[src/rtl/dcf_pkg.sv]
package dcf_pkg;
  // one sampled pin set, oldest-first ordering is irrelevant here
  typedef struct packed {
    logic sclk;
    logic cs_n;
    logic din;
    logic shdn_n;
  } dcf_pins_t;

  localparam dcf_pins_t DCF_PINS_IDLE = '{sclk: 1'b0, cs_n: 1'b1, din: 1'b1, shdn_n: 1'b1};
endpackage

[src/rtl/dcf_sync.sv]
module dcf_sync #(
  parameter int   STAGES  = 2,
  parameter logic RST_VAL = 1'b0
) (
  input  logic clk,
  input  logic rst_n,
  input  logic d,
  output logic q
);
  logic [STAGES-1:0] chain_q;
  logic [STAGES-1:0] chain_d;

  generate
    if (STAGES == 1) begin : g_single
      always_comb chain_d = d;
    end else begin : g_multi
      always_comb chain_d = {chain_q[STAGES-2:0], d};
    end
  endgenerate

  always_ff @(posedge clk or negedge rst_n) begin
    if (!rst_n) chain_q <= {STAGES{RST_VAL}};
    else        chain_q <= chain_d;
  end

  assign q = chain_q[STAGES-1];
endmodule

[src/rtl/dcf_step.sv]
module dcf_step #(
  parameter int CODE_W = 8
) (
  input  logic [CODE_W-1:0] cur,
  input  logic              up,
  output logic [CODE_W-1:0] nxt
);
  localparam logic [CODE_W-1:0] TOP = {CODE_W{1'b1}};
  localparam logic [CODE_W-1:0] BOT = '0;
  localparam logic [CODE_W-1:0] ONE = CODE_W'(1);

  always_comb begin
    if (up) nxt = (cur == TOP) ? TOP : cur + ONE;
    else    nxt = (cur == BOT) ? BOT : cur - ONE;
  end
endmodule

[src/rtl/dcf_serial.sv]
module dcf_serial #(
  parameter int CODE_W = 8
) (
  input  logic              clk,
  input  logic              rst_n,
  input  logic              sclk_rise,
  input  logic              sclk_fall,
  input  logic              sel,
  input  logic              sel_fall,
  input  logic              sel_rise,
  input  logic              din,
  input  logic [CODE_W-1:0] code_cur,
  output logic              load_v,
  output logic [CODE_W-1:0] load_data,
  output logic              dout
);
  localparam int CNT_W = $clog2(CODE_W + 2);
  localparam logic [CNT_W-1:0] FULL = CNT_W'(CODE_W);
  localparam logic [CNT_W-1:0] OVER = CNT_W'(CODE_W + 1);

  logic [CODE_W-1:0] in_q, in_d, out_q, out_d;
  logic [CNT_W-1:0]  cnt_q, cnt_d;
  logic              shift_in_en, shift_out_en;

  assign shift_in_en  = sclk_rise & sel & ~sel_fall;
  assign shift_out_en = sclk_fall & sel;

  always_comb begin
    in_d  = in_q;
    cnt_d = cnt_q;
    out_d = out_q;
    if (sel_fall) begin
      cnt_d = '0;
      out_d = code_cur;
    end else begin
      if (shift_in_en) begin
        in_d  = {in_q[CODE_W-2:0], din};
        cnt_d = (cnt_q == OVER) ? OVER : cnt_q + CNT_W'(1);
      end
      if (shift_out_en) out_d = {out_q[CODE_W-2:0], 1'b0};
    end
  end

  always_ff @(posedge clk or negedge rst_n) begin
    if (!rst_n) begin
      in_q  <= '0;
      cnt_q <= '0;
      out_q <= '0;
    end else begin
      in_q  <= in_d;
      cnt_q <= cnt_d;
      out_q <= out_d;
    end
  end

  assign load_v    = sel_rise & (cnt_q == FULL);
  assign load_data = in_q;
  assign dout      = out_q[CODE_W-1];
endmodule

[src/rtl/dac_ctl_front.sv]
module dac_ctl_front #(
  parameter int CODE_W      = 8,
  parameter int SYNC_STAGES = 2
) (
  input  logic              clk,
  input  logic              rst_n,
  input  logic              sclk,
  input  logic              cs_n,
  input  logic              din_updn,
  input  logic              shdn_n,
  output logic [CODE_W-1:0] code,
  output logic              shutdown,
  output logic              dout,
  output logic              dout_en
);
  import dcf_pkg::*;

  // reset: asynchronous assert, synchronous release
  logic [1:0] rst_sh_q;
  logic       rst_i;
  always_ff @(posedge clk or negedge rst_n) begin
    if (!rst_n) rst_sh_q <= 2'b00;
    else        rst_sh_q <= {rst_sh_q[0], 1'b1};
  end
  assign rst_i = rst_sh_q[1];

  // pin synchronizers
  dcf_pins_t raw, syn;
  assign raw = '{sclk: sclk, cs_n: cs_n, din: din_updn, shdn_n: shdn_n};

  localparam int NPIN = $bits(dcf_pins_t);
  localparam logic [NPIN-1:0] IDLE_V = DCF_PINS_IDLE;
  logic [NPIN-1:0] raw_v, syn_v;
  assign raw_v = raw;

  generate
    for (genvar i = 0; i < NPIN; i++) begin : g_sync
      dcf_sync #(.STAGES(SYNC_STAGES), .RST_VAL(IDLE_V[i])) u_sync (
        .clk(clk), .rst_n(rst_i), .d(raw_v[i]), .q(syn_v[i])
      );
    end
  endgenerate
  assign syn = syn_v;

  // state
  logic              p_sclk_q, p_cs_q;
  logic              serial_q, serial_d;
  logic              updn_q, updn_d;
  logic [CODE_W-1:0] code_q, code_d;

  logic sclk_rise, sclk_fall, cs_rise, cs_fall, step_en, step_up;
  logic              load_v;
  logic [CODE_W-1:0] load_data, stepped;

  assign sclk_rise = syn.sclk & ~p_sclk_q;
  assign sclk_fall = ~syn.sclk & p_sclk_q;
  assign cs_rise   = syn.cs_n & ~p_cs_q;
  assign cs_fall   = ~syn.cs_n & p_cs_q;
  assign step_en   = sclk_rise & ~serial_q & syn.cs_n;
  assign step_up   = ~updn_q | syn.din;

  dcf_step #(.CODE_W(CODE_W)) u_step (
    .cur(code_q), .up(step_up), .nxt(stepped)
  );

  dcf_serial #(.CODE_W(CODE_W)) u_serial (
    .clk(clk), .rst_n(rst_i),
    .sclk_rise(sclk_rise), .sclk_fall(sclk_fall),
    .sel(~syn.cs_n), .sel_fall(cs_fall), .sel_rise(cs_rise),
    .din(syn.din), .code_cur(code_q),
    .load_v(load_v), .load_data(load_data), .dout(dout)
  );

  always_comb begin
    serial_d = serial_q | ~syn.cs_n;
    updn_d   = updn_q | (~serial_q & ~syn.din);
    if (load_v)       code_d = load_data;
    else if (step_en) code_d = stepped;
    else              code_d = code_q;
  end

  always_ff @(posedge clk or negedge rst_i) begin
    if (!rst_i) begin
      p_sclk_q <= 1'b0;
      p_cs_q   <= 1'b1;
      serial_q <= 1'b0;
      updn_q   <= 1'b0;
      code_q   <= '0;
    end else begin
      p_sclk_q <= syn.sclk;
      p_cs_q   <= syn.cs_n;
      serial_q <= serial_d;
      updn_q   <= updn_d;
      code_q   <= code_d;
    end
  end

  assign code     = code_q;
  assign shutdown = ~syn.shdn_n;
  assign dout_en  = serial_q & ~syn.cs_n;
endmodule

[config.mk]
export PLATFORM = sky130hd
export DESIGN_NAME = dac_ctl_front
export DESIGN_NICKNAME = d
export VERILOG_FILES = /design/src/rtl/dcf_pkg.sv /design/src/rtl/dcf_sync.sv /design/src/rtl/dcf_step.sv /design/src/rtl/dcf_serial.sv /design/src/rtl/dac_ctl_front.sv
export SDC_FILE = /design/constraint.sdc
export NUM_CORES = 1
export LEC_CHECK = 0
export BUFFER_PORTS_ARGS = -buffer_cell sky130_fd_sc_hd__buf_2
export CAP_MARGIN = 20
export CORE_MARGIN = 8
export CORE_UTILIZATION = 45
export DETAILED_ROUTE_END_ITERATION = 8
export GPL_ROUTABILITY_DRIVEN = 0
export PLACE_DENSITY = 0.63
export SLEW_MARGIN = 30
export SYNTH_ARGS = -nofsm -noshare
export SYNTH_HDL_FRONTEND = slang
export SYNTH_SLANG_ARGS = --single-unit
[constraint.sdc]
create_clock -name clk -period 1.7 [get_ports clk]
set_input_delay 0.34 -clock clk [delete_from_list [all_inputs] [get_ports clk]]
set_output_delay 0.34 -clock clk [all_outputs]
set_load 0.05 [all_outputs]
After elaboration in Yosys (flattened, before gate mapping)
Index checks and enable logic that the tools add are counted.
Cells by class
  $add $sub $neg: 3
  $lt $le $gt $ge: 0
  divide/modulo/power cells: 0
  mux-type cells: 10
  $mul: 0
  equality and inequality tests: 3
  shifts and indexed selects: 0
  reductions and logical operators: 5
  bitwise logic cells: 24
Operator list (count)
  $mux 8: 7
  $and 1x1->1: 12
  $mux 4: 3
  $not 1->1: 9
  $add 8x1->8 const B: 1
  $eq 4x4->1 const B: 2
  $eq 8x8->1 const B: 1
  $logic_not 8->1: 1
  $sub 8x1->8 const B: 1
  $reduce_bool 2->1: 3
  $add 4x1->4 const B: 1
  $or 1x1->1: 3
  $reduce_and 2->1: 1
Storage, ports and cells
  latch bits: 0
  memory bits (read-only): 0
  bits of input ports: 6
  output and inout bits: 11
  memories kept: 0
  register bits after elaboration: 42
  logic and storage cells: 58
  memory bits (writable): 0

Depth between registers and ports, before layout
Gate-level depths: netlist of the first run.
  word-level depth: 6
  mapped depth: 6
  gate-level depth less buffers: 6

By module
From an unflattened synthesis of the first run, not the netlist that was laid out.
Second synthesis, totals
  cell total of the unflattened synthesis: 184
  area total of the unflattened synthesis: 2120.8 um2
Modules (own cells, without submodules)
  dcf_serial: sequential area each 500.5 um2, area each 862.1 um2, cells each 72, times used 1
  dac_ctl_front: sequential area each 351.6 um2, area each 633.1 um2, cells each 44, times used 1
  dcf_step: sequential area each 0.0 um2, area each 417.9 um2, cells each 60, times used 1
  dcf_sync at g_sync[0].u_sync ...: sequential area each 52.6 um2, area each 52.6 um2, cells each 2, times used 3
  dcf_sync at g_sync[3].u_sync: sequential area each 50.0 um2, area each 50.0 um2, cells each 2, times used 1

Worst setup path after synthesis of the first run
No wires, ideal clock.
  kind: reg-to-reg
  start: register code_q[5], in the netlist code[5]
  end: register code_q[0], in the netlist code[0]
  period minus slack after synthesis: 2240 ps
  cell stages (with the launch flop): 7
  arrival time: 2097 ps
  buffers on the path: 2
  setup slack: -540 ps
  data required time: 1557 ps
  library setup time: 143 ps
  cell sequence: dfrtp_1 > buf_6 > or4_1 > clkbuf_2 > or4_4 > a22oi_2 > o221ai_2
On the way
  cells in the longest elaborated chain, start to end: 5
  elaborated cells between the ends (all ways): 7
  classes of those cells: eq/ne (1); mux (5); reduce/logical (1)
Ends and longest elaborated chain
  from (decl): RTL line dac_ctl_front.sv:49  | logic [CODE_W-1:0] code_q, code_d;
  from (signal assigned): RTL line dac_ctl_front.sv:94  | code_q <= code_d;
  $eq 8x8->1 / $logic_not 8->1 (equally long branches): RTL line dcf_step.sv:13, dcf_step.sv:14
  $mux 8, on equally long branches: RTL line dcf_step.sv:13, dcf_step.sv:14
  $mux 8 *: RTL line dcf_step.sv:13  | if (up) nxt = (cur == TOP) ? TOP : cur + ONE;
  $mux 8 *: RTL line dac_ctl_front.sv:78  | else if (step_en) code_d = stepped;
  $mux 8 *: RTL line dac_ctl_front.sv:77  | if (load_v) code_d = load_data;
Mark *: on every way between the ends. The rest lies on a longest branch, timed or not. The select of a mux whose other input is x is not followed.
A chain may end at the register's enable or synchronous reset.

Worst setup path after layout of the first run
  start: register code_q[4], in the netlist code[4]
  end: register code_q[4], in the netlist code[4]
On the way
  cells in the longest elaborated chain, start to end: 5
  elaborated cells between the ends (all ways): 9
  classes of those cells: add/sub (2); eq/ne (1); mux (5); reduce/logical (1)
Ends and longest elaborated chain
  $sub 8x1->8 (tied with other cells): RTL line dcf_step.sv:14  | else nxt = (cur == BOT) ? BOT : cur - ONE;
  $mux 8, on equally long branches: RTL line dcf_step.sv:14, dcf_step.sv:13
  $mux 8 *: RTL line dcf_step.sv:13
  $mux 8 *: RTL line dac_ctl_front.sv:78
  $mux 8 *: RTL line dac_ctl_front.sv:77
Marked as above.

==> summary.md, run 1 <==
| Metric | Value |
|---|---|
| Adder-Cell Fraction of Synth Area | between 1.5 and 2% |
| Post-synth net total | around 220 |
| Compound-Gate Fraction of Synth Area | 17.1% |
| Uppermost layer routed | met4 |
| DRT Pass-1 Iters | 4 |
| Vias in the first global route | about 1600 |
| Dpl hpwl | approximately 3400 um |
| DRT met1 WL | 2200 um |
| Worst path max stage delay | about 0.54 ns |
| CP Launch Type | register |
| Final ANT Viol Nets | 0 |
| Netlist cell types | a little over 50 |
| DR vias/cell | between 5 and 6 |
| Most common cell after layout, fill and taps aside | dfrtp_1 |
| Synthesis Warnings | 0 |
| Total inserted antenna cells | 0 |
| Violation count after the first detailed-route iteration | roughly 130 |
| Hold WC Path Type | input port to register |
| # setup viols final | 7 |
| WL final | about 4700 um |
| Worst slack, placed | -0.0741 ns |
| Met2 routed WL | roughly 2200 um |
| Num CTS Buffers | 5 |
| IO Port Bufs | 16 |
| GR Overflow Total | 0 |
| PD cells | 951 nW/um^2 |
| Leakage Power | around 1.2 nW |
| WP data arrival | between 1.5 and 2 ns |
| Nets@finish | 258 |
| Yosys reg bits | 42 |
| Max VDD drop | 544 uV |
| Chip Height | between 80 and 90 um |
| Critical path endpoint category | register |
| Maxcap violations | 0 |
| Die area | between 7000 and 8000 sq um |
| Hold path depth | 1 |
| Synth Area in XOR/XNOR | roughly 1.7% |
| Most frequent cells in the layout | 28 x dfrtp_1, 27 x buf_4, 20 x o21ai_0 |
| Average cell area after synthesis | about 10 sq um |
| Critical path peak fanout | 5 |
| # clock sinks | 42 |
| Site row count | 25 |
| Worst slew margin | about 66% |
| Multi-input logic area | between 1000 and 1500 sq um |
| Non-filler cells in the finished layout | approximately 300 |
| Critical-path top delay cell | or4_4 |
| P&R area growth vs syn | 23.2% |
| Global-route wire length before repair | roughly 8000 um |
| R2R cell count | 5 |
| Largest net degree at the start of global routing | 17 |
| Number of synthesized flops with an enable pin | 0 |
| Area of the mapped netlist | approximately 2100 sq um |
| Failing checks | setup timing |
| TritonCTS clock tree | yes |
| Ratio of cells with drive above 1 in the final layout | a little over a third |
| RSZ-0062 raised after global routing | yes |
| Largest family of logic cells by synthesized area | simple AND/OR/NAND/NOR gates |
| Mux share of post-synthesis cell area | between 5 and 6% |
| Initial core utilization | a little under half |
| Core area | roughly 4600 sq um |
| Post-synth ARST share | 100% |
| Min cycle time layout | roughly 1.8 ns |
| Worst setup margin | -0.107 ns |
| Pins Over Slew Limit | 0 |
| DRC | 0 |
| Clock-pin slew on the worst setup and hold paths | approximately 0.070 ns |
| Seq. cell area | around 1100 sq um |
| Via count | approximately 1700 |
| Synth Instances | between 200 and 250 |
| Ports | 17 |
| Wire length on met3 | between 200 and 250 um |
| Post-synthesis sequential area ratio | around 50% |
| CP cell instances | or4_4 -> buf_6 -> o31a_1 -> a21oi_2 -> a221oi_2 |
| Fill cell count | 430 |
| Slew @ Worst Pin | just over 0.5 ns |
| Setup TNS Final | -0.233 ns |
| Drt wl/cell | 15.6 um |
| Crit share post-route | 106% |
| CP required | around 1.9 ns |
| Dpl cells | approximately 300 |
| Initial antenna violation count | 0 |
| Clk buf depth | 2 |
| Area leader, netlist | dfrtp_1 |
| Critical path type | register to register |
| Max frequency | 0.553 GHz |
| CTS H-tree depth | 2 |
| Total GRT Usage | between 10% and 20% |
| Synth area leaders | dfrtp_1 41%, dfstp_2 8.7%, o21ai_0 5.2% |
| Later-pin clock latency in the skew report | about 0.30 ns |
| Hold Fails Final Rpt | 0 |
| Worst Skew | around 0.013 ns |
| Status | complete, but fails checks |
| Top FF cell, synth | dfrtp_1 |
| Die extent in x | 84.6 um |
| CTS root buf | clkbuf_8 |
| Post-synth top area share | 41.4% |
| Post-Synth Simple-Gate Area | roughly a fifth |
-- synth_stat cells (3+ instances only) --
library cell  instances
nor2b_1               5
and3_1                3
nor3b_1               3
nor2_1               12
a21o_1                3
nand2b_1              6
o21ai_0              22
mux2i_1               6
nand3_1               5
nand2_1              17
clkbuf_1              8
dfrtp_1              35
nor3_1                6
o21a_1                3
inv_1                 7
mux2_2                5
ha_1                  3
dfstp_2               7
a21oi_1               7
nand4_1               4
xor2_1                3
-- worst max-delay path, delay by kind of cell (launching register included) --
family,cells,cell delay (ns)
buffers and inverters,1,0.14
flip-flops,1,0.40
AND/OR/NAND/NOR,1,0.54
AO/OA/AOI/OAI,3,0.59
-- final timing paths --
| kind | slack [ns] | end | from |
|---|---|---|---|
| worst max-delay path | -0.11 | code[4] | code[4] |
| worst min-delay path | 0.14 | g_sync[0].u_sync.chain_q[0] | shdn_n |
| worst max register to register | -0.11 | code[4] | code[4] |
| min in group asynchronous | 0.21 | u_serial.cnt_q[3] | rst_sh_q[1] |
| max in group asynchronous | 0.88 | code[4] | rst_sh_q[1] |
| worst min register to register | 0.21 | u_serial.cnt_q[3] | rst_sh_q[1] |
-- final cells by class --
cell class	instances	area share (%)
flip-flops and latches	42	41.0
repair buffers	45	11.7
inverters	7	1.01
multi-input cells	148	39.7
well taps	54	2.59
clock buffers	7	2.93
clock inverters	1	1.15
-- registers in the layout, indices dropped and copies added, names as in the netlist --
name                   flops
p_sclk_q                   1
u_serial.out_q             8
u_serial.cnt_q             4
serial_q                   1
p_cs_q                     1
rst_sh_q                   2
code                       8
updn_q                     1
g_sync.u_sync.chain_q      8
u_serial.load_data         8
-- repair_timing --
item	4_1_cts	5_1_grt
resized for setup	2	11
setup endpoints to repair	7	16
hold buffers	1	0
pin swaps	3	2
buffers inserted	0	0
cloned	0	0
endpoints found under the hold margin	2	0
-- routing by layer --
layer | vias to the layer above | global-route usage (%)
li1 | 828 | -
met1 | 815 | 17.6
met2 | 36 | 21.5
met3 | 6 | 3.61
met4 | 0 | 5.18
met5 | - | 0
-- cells by family (layout without fill, tap and decap cells) --
logic type	Yosys count	in the layout
buf+inv	20	60
flops	42	42
fa+ha+maj	3	3
compound gates	55	55
xor+xnor	4	4
mux	11	11
other cells	1	1
simple gates	74	74
-- metrics by stage --
stage / instance area (sq um) / util, % / hold slack (ns) / total power, W
floorplan: 2150 / - / 0.0444 / 0.00153
global placement: 2430 / 52.6 / 0.127 / 0.00169
detailed placement: 2430 / 52.6 / 0.129 / 0.00170
CTS: 2560 / 55.3 / 0.133 / 0.00249
global route: 2610 / 56.3 / 0.126 / 0.00260
finish: 2610 / 56.3 / 0.142 / 0.00248
-- report_power, final --
group	internal, W	total [W]	switching (W)
logic	0.000218	0.000517	0.000299
clock network	0.000440	0.000770	0.000331
registers	0.00111	0.00119	0.0000768
(Power assumes the default switching activity.)
==> inputs of run 2 (changes only) <==
Settings changed: CORE_ASPECT_RATIO set to 0.8.
==> summary.md, run 2 (synthesis results as in run 1) <==
| Metric | Value |
|---|---|
| Status | complete, but fails checks |
| Failing checks | setup timing |
| Initial antenna violation count | 0 (unchanged) |
| Final ANT Viol Nets | 0 (unchanged) |
| Worst reg2reg setup slack | -0.1 ns (about the same) |
| Dpl hpwl | 3400 um (-1.4%) |
| Critical path peak fanout | 5 (unchanged) |
| Total GRT Usage | 13.7% (about the same) |
| Critical path type | register to register |
| Clock-pin slew on the worst setup and hold paths | 0.08 ns (about the same) |
| Violation count after the first detailed-route iteration | 86 (-33%) |
| DRT Pass-1 Iters | 4 (unchanged) |
| # clock sinks | 42 (unchanged) |
| Most common cell after layout, fill and taps aside | dfrtp_1 |
| Clk buf depth | 2 (unchanged) |
| Worst Skew | 0.00436 ns (-0.00895 ns) |
| Num CTS Buffers | 5 (unchanged) |
| Die area | 7170 sq um (+0.19%) |
| PD cells | 956 nW/um^2 (+0.54%) |
| Ports | 17 (unchanged) |
| DRC | 0 (unchanged) |
| Hold Crit Endpoint | g_sync[2].u_sync.chain_q[0] |
| Site row count | 22 (-12%) |
| Initial core utilization | 46.3% (+0.60 points) |
| P&R area growth vs syn | 22.1% |
| Placed Instance Area | 2430 sq um (-0.31%) |
| Chip Height | 77.3 um (-8.6%) |
| Min cycle time layout | 1.80 ns (-0.00741 ns) |
| Finished Cell Area | 2580 sq um (-0.86%) |
| Crit share post-route | 106% (-0.44 points) |
| Slew @ Worst Pin | 0.508 ns (-0.000434 ns) |
| Ratio of cells with drive above 1 in the final layout | 33.7% (-1.9 points) |
| TritonCTS clock tree | yes |
| # setup viols final | 8 (+1) |
| CP Launch Type | register |
| Max VDD drop | 454 uV (-16%) |
| Worst slew margin | 66.1% (about the same) |
| Later-pin clock latency in the skew report | 0.29 ns (about the same) |
| Core area | 4570 sq um (-1.3%) |
| Die extent in x | 92.7 um (+9.6%) |
| WP data arrival | 1.99 ns (+0.03 ns) |
| Via count | 1669 (-0.95%) |
| DR vias/cell | 5.40 (-2.6%) |
| CP required | 1.89 ns (+0.04 ns) |
| Critical path endpoint category | register |
| Most frequent cells in the layout | 28 x dfrtp_1, 26 x buf_4, 20 x o21ai_0 |
| Vias in the first global route | 1639 (+0.74%) |
| GR Overflow Total | 0 (unchanged) |
| Worst setup margin | -0.0995 ns (+0.00741 ns) |
| R2r endpoint | code[6] |
| Leakage Power | 1.16 nW (-0.90%) |
| Total power | 0.00247 W (-0.33%) |
| Maxcap violations | 0 (unchanged) |
| IO Port Bufs | 16 (unchanged) |
| Pins Over Slew Limit | 0 (unchanged) |
| Hold path depth | 1 (unchanged) |
| CTS root buf | clkbuf_8 |
| Max frequency | 0.556 GHz (+0.41%) |
| Global-route wire length before repair | 7950 um (about the same) |
| Hold WC Path Type | input port to register |
| CTS H-tree depth | 2 (unchanged) |
| Nets@finish | 257 (-0.39%) |
| R2R cell count | 6 (+1) |
| Hold Fails Final Rpt | 0 (unchanged) |
| WL final | 4680 um (-1.1%) |
| Critical hold path startpoint | cs_n |
| RSZ-0062 raised after global routing | yes |
| Reg-to-reg critical path startpoint | code[4] |
| Total inserted antenna cells | 0 (unchanged) |
| Largest net degree at the start of global routing | 41 (+24) |
| Drt wl/cell | 15.1 um (-2.7%) |
[run 2: how the worst max path moves through the flow]
stage	startpoint	end	cells past startpoint
floorplan	code[5]	code[0]	6
global placement	code[4]	code[4]	5
detailed placement	code[4]	code[4]	5
CTS	code[4]	code[4]	5
global route	code[4]	code[2]	5
finish	code[4]	code[6]	6
[run 2: critical path, cell delays in order, from the launching register on]
cell     delay [ns]
dfrtp_2        0.40
or4_4          0.54
buf_6          0.14
buf_4          0.13
nor4b_2        0.21
nor3_1         0.08
o32ai_1        0.21
[run 2: cell type report]
type | instances | area (sq um)
timing repair buffer | 44 | 297
tap | 60 | 75.1
inverter | 7 | 26.3
clock buffer | 7 | 76.3
clock inverter | 1 | 30.0
sequential | 42 | 1070
fill | 422 | 1990
multi-input combinational | 148 | 1010
[run 2: per-layer routing]
layer	GRT usage, %	share of wire (%)	vias to the layer above
met4	4.82	1.2	0
li1	-	-	821
met3	3.75	6.6	9
met1	18.5	48	794
met2	20.5	45	45
met5	0	0	-
[run 2: repair_timing]
| action | CTS | global route |
|---|---|---|
| hold buffers | 1 | 0 |
| cloned | 0 | 0 |
| endpoints found under the hold margin | 2 | 0 |
| gates resized for setup | 4 | 4 |
| pin swaps | 8 | 1 |
| setup buffers | 0 | 1 |
| setup endpoints to repair | 8 | 8 |
[run 2: stage by stage]
step / setup TNS (ns) / cells / setup slack (ns) / hold WS, ns / utilization, %
floorplan: -0.953 / 210 / -0.296 / 0.0444 / -
global placement: -0.186 / 299 / -0.0463 / 0.127 / 53.1
detailed placement: -0.445 / 299 / -0.0826 / 0.127 / 53.1
CTS: -0.303 / 308 / -0.0699 / 0.133 / 56.1
global route: -0.823 / 309 / -0.160 / 0.129 / 56.5
finish: -0.392 / 309 / -0.0995 / 0.142 / 56.5
[run 2: power by group]
group / internal [W] / switching, W
registers: 0.00111 / 0.0000697
clock network: 0.000439 / 0.000324
logic: 0.000215 / 0.000307
total: 0.00177 / 0.000701
==> inputs of run 3 (changes only) <==
Clock period 1.7 ns to 2.3 ns, I/O delays scaled along.
==> summary.md, run 3 (synthesis results as in run 1) <==
| Metric | Value |
|---|---|
| Pins Over Slew Limit | 0 (unchanged) |
| CP Buf/Inv Count | 0 (-2) |
| RSZ-0062 raised after global routing | no |
| Max frequency | 0.508 GHz (-8.6%) |
| Initial core utilization | 46.3% (unchanged) |
| CP required | 2.52 ns (+0.63 ns) |
| WL final | 4390 um (-6.1%) |
| Critical-path top delay cell | dfstp_2 |
| # clock sinks | 42 (unchanged) |
| Largest net degree at the start of global routing | 41 (unchanged) |
| PD cells | 751 nW/um^2 (-21%) |
| Initial antenna violation count | 0 (unchanged) |
| Final ANT Viol Nets | 0 (unchanged) |
| Later-pin clock latency in the skew report | 0.29 ns (about the same) |
| Via count | 1597 (-4.3%) |
| DR vias/cell | 5.51 (+2.0%) |
| Total inserted antenna cells | 0 (unchanged) |
| Chip Height | 77.3 um (unchanged) |
| DRT Pass-1 Iters | 4 (unchanged) |
| Worst path max stage delay | 0.61 ns (+0.07 ns) |
| P&R area growth vs syn | 13.2% |
| CTS H-tree depth | 2 (unchanged) |
| Core area | 4570 sq um (unchanged) |
| Core Util, Final | 52.4% (-4.1 points) |
| Max VDD drop | 364 uV (-20%) |
| CP cell instances | or3b_2 -> or2_2 -> and2_1 -> a31oi_1 |
| # setup viols final | 0 (-8) |
| Critical path type | register to register |
| Worst slew margin | 42.4% (-24 points) |
| Placed Instance Area | 2270 sq um (-6.5%) |
| Status | completed |
| Resized cells post-CTS | 0 (-4) |
| Die area | 7170 sq um (unchanged) |
| CP Launch Type | register |
| Non-filler cells in the finished layout | 290 (-6.1%) |
| WP data arrival | 2.19 ns (+0.20 ns) |
| Num CTS Buffers | 5 (unchanged) |
| Hold WC Path Type | input port to register |
| Most common cell after layout, fill and taps aside | dfrtp_1 |
| Clk buf depth | 2 (unchanged) |
| Critical path peak fanout | 14 (+9) |
| Total GRT Usage | 13.1% (-0.58 points) |
| Finished Cell Area | 2400 sq um (-7.3%) |
| Vias in the first global route | 1511 (-7.8%) |
| Leakage Power | 1.07 nW (-7.6%) |
| GR Overflow Total | 0 (unchanged) |
| Ports | 17 (unchanged) |
| DRC | 0 (unchanged) |
| Ratio of cells with drive above 1 in the final layout | 22.2% (-12 points) |
| TritonCTS clock tree | yes |
| Die extent in x | 92.7 um (unchanged) |
| Min cycle time layout | 1.97 ns (+0.169 ns) |
| Nets@finish | 238 (-7.4%) |
| Worst reg2reg setup slack | 0.33 ns (+0.43 ns) |
| Global-route wire length before repair | 7620 um (-4.1%) |
| Dpl cells | 281 (-6.0%) |
| Slew @ Worst Pin | 0.863 ns (+0.355 ns) |
| Hold Fails Final Rpt | 0 (unchanged) |
| IO Port Bufs | 16 (unchanged) |
| Drt wl/cell | 15.1 um (about the same) |
| Fill cell count | 428 (+1.4%) |
| Worst Skew | 0.00575 ns (+0.00138 ns) |
| Crit path max-delay family | simple AND/OR/NAND/NOR gates |
| Critical path endpoint category | register |
| Violation count after the first detailed-route iteration | 84 (-2.3%) |
| Dpl hpwl | 3040 um (-10%) |
| Site row count | 22 (unchanged) |
| Maxcap violations | 0 (unchanged) |
| Setup TNS Final | 0 ns (+0.392 ns) |
| Most frequent cells in the layout | 35 x dfrtp_1, 22 x o21ai_0, 17 x nand2_1 |
| Crit share post-route | 85.6% (-20 points) |
| Clock-pin slew on the worst setup and hold paths | 0.08 ns (about the same) |
| CTS root buf | clkbuf_8 |
## run 3: changes by cell type in the layout (fill, tap and decap cells not counted), moves of 2 or more
cell | previous run | this run
inv_2 | 2 | 0
inv_1 | 5 | 7
dfrtp_1 | 28 | 35
o21ai_1 | 2 | 0
dfrtp_2 | 7 | 0
buf_4 | 26 | 8
o21ai_0 | 20 | 22
## run 3: cell type report
type | instances | area, sq um | area share [%]
multi-input combinational | 148 | 968 | 40.4
clock buffer | 7 | 86.3 | 3.60
tap | 60 | 75.1 | 3.13
timing repair buffer | 25 | 150 | 6.27
inverter | 7 | 26.3 | 1.10
sequential | 42 | 1060 | 44.2
clock inverter | 1 | 30.0 | 1.25
## run 3: timing repair
action                    4_1_cts  5_1_grt
hold buffers                    1        0
hold endpoints to repair        2        0
setup buffers                   0        0
## run 3: stage by stage
stage	total power, W	hold WS, ns	worst slack [ns]
2_1_floorplan	0.00113	0.164	0.0601
3_3_place_gp	0.00121	0.245	0.364
3_5_place_dp	0.00121	0.249	0.337
4_1_cts	0.00182	0.247	0.324
5_1_grt	0.00190	0.240	0.211
6_report	0.00180	0.259	0.331
## run 3: path summary, 6_finish.rpt
| check | startpoint | to | cells after the start |
|---|---|---|---|
| worst min-delay path | shdn_n | g_sync[0].u_sync.chain_q[0] | 1 |
| worst min register to register | rst_sh_q[1] | u_serial.out_q[1] | 1 |
| min in group asynchronous | rst_sh_q[1] | u_serial.out_q[1] | 1 |
| worst max-delay path | g_sync[2].u_sync.chain_q[1] | code[5] | 4 |
| worst max register to register | g_sync[2].u_sync.chain_q[1] | code[5] | 4 |
| max in group asynchronous | rst_sh_q[1] | g_sync[1].u_sync.chain_q[1] | 1 |
## run 3: power breakdown
part,internal [W],leakage [nW],switching (W)
clock,0.000354,0.0585,0.000245
sequential,0.000822,0.524,0.0000640
combinational,0.000119,0.485,0.000195
## run 3: routing by layer
| metal | share of wire, % | global-route usage, % | vias up |
|---|---|---|---|
| met5 | 0 | 0 | - |
| met4 | 1.4 | 5.30 | 0 |
| met3 | 4.7 | 3.75 | 7 |
| met2 | 41 | 18.0 | 32 |
| met1 | 53 | 18.8 | 771 |
| li1 | - | - | 787 |
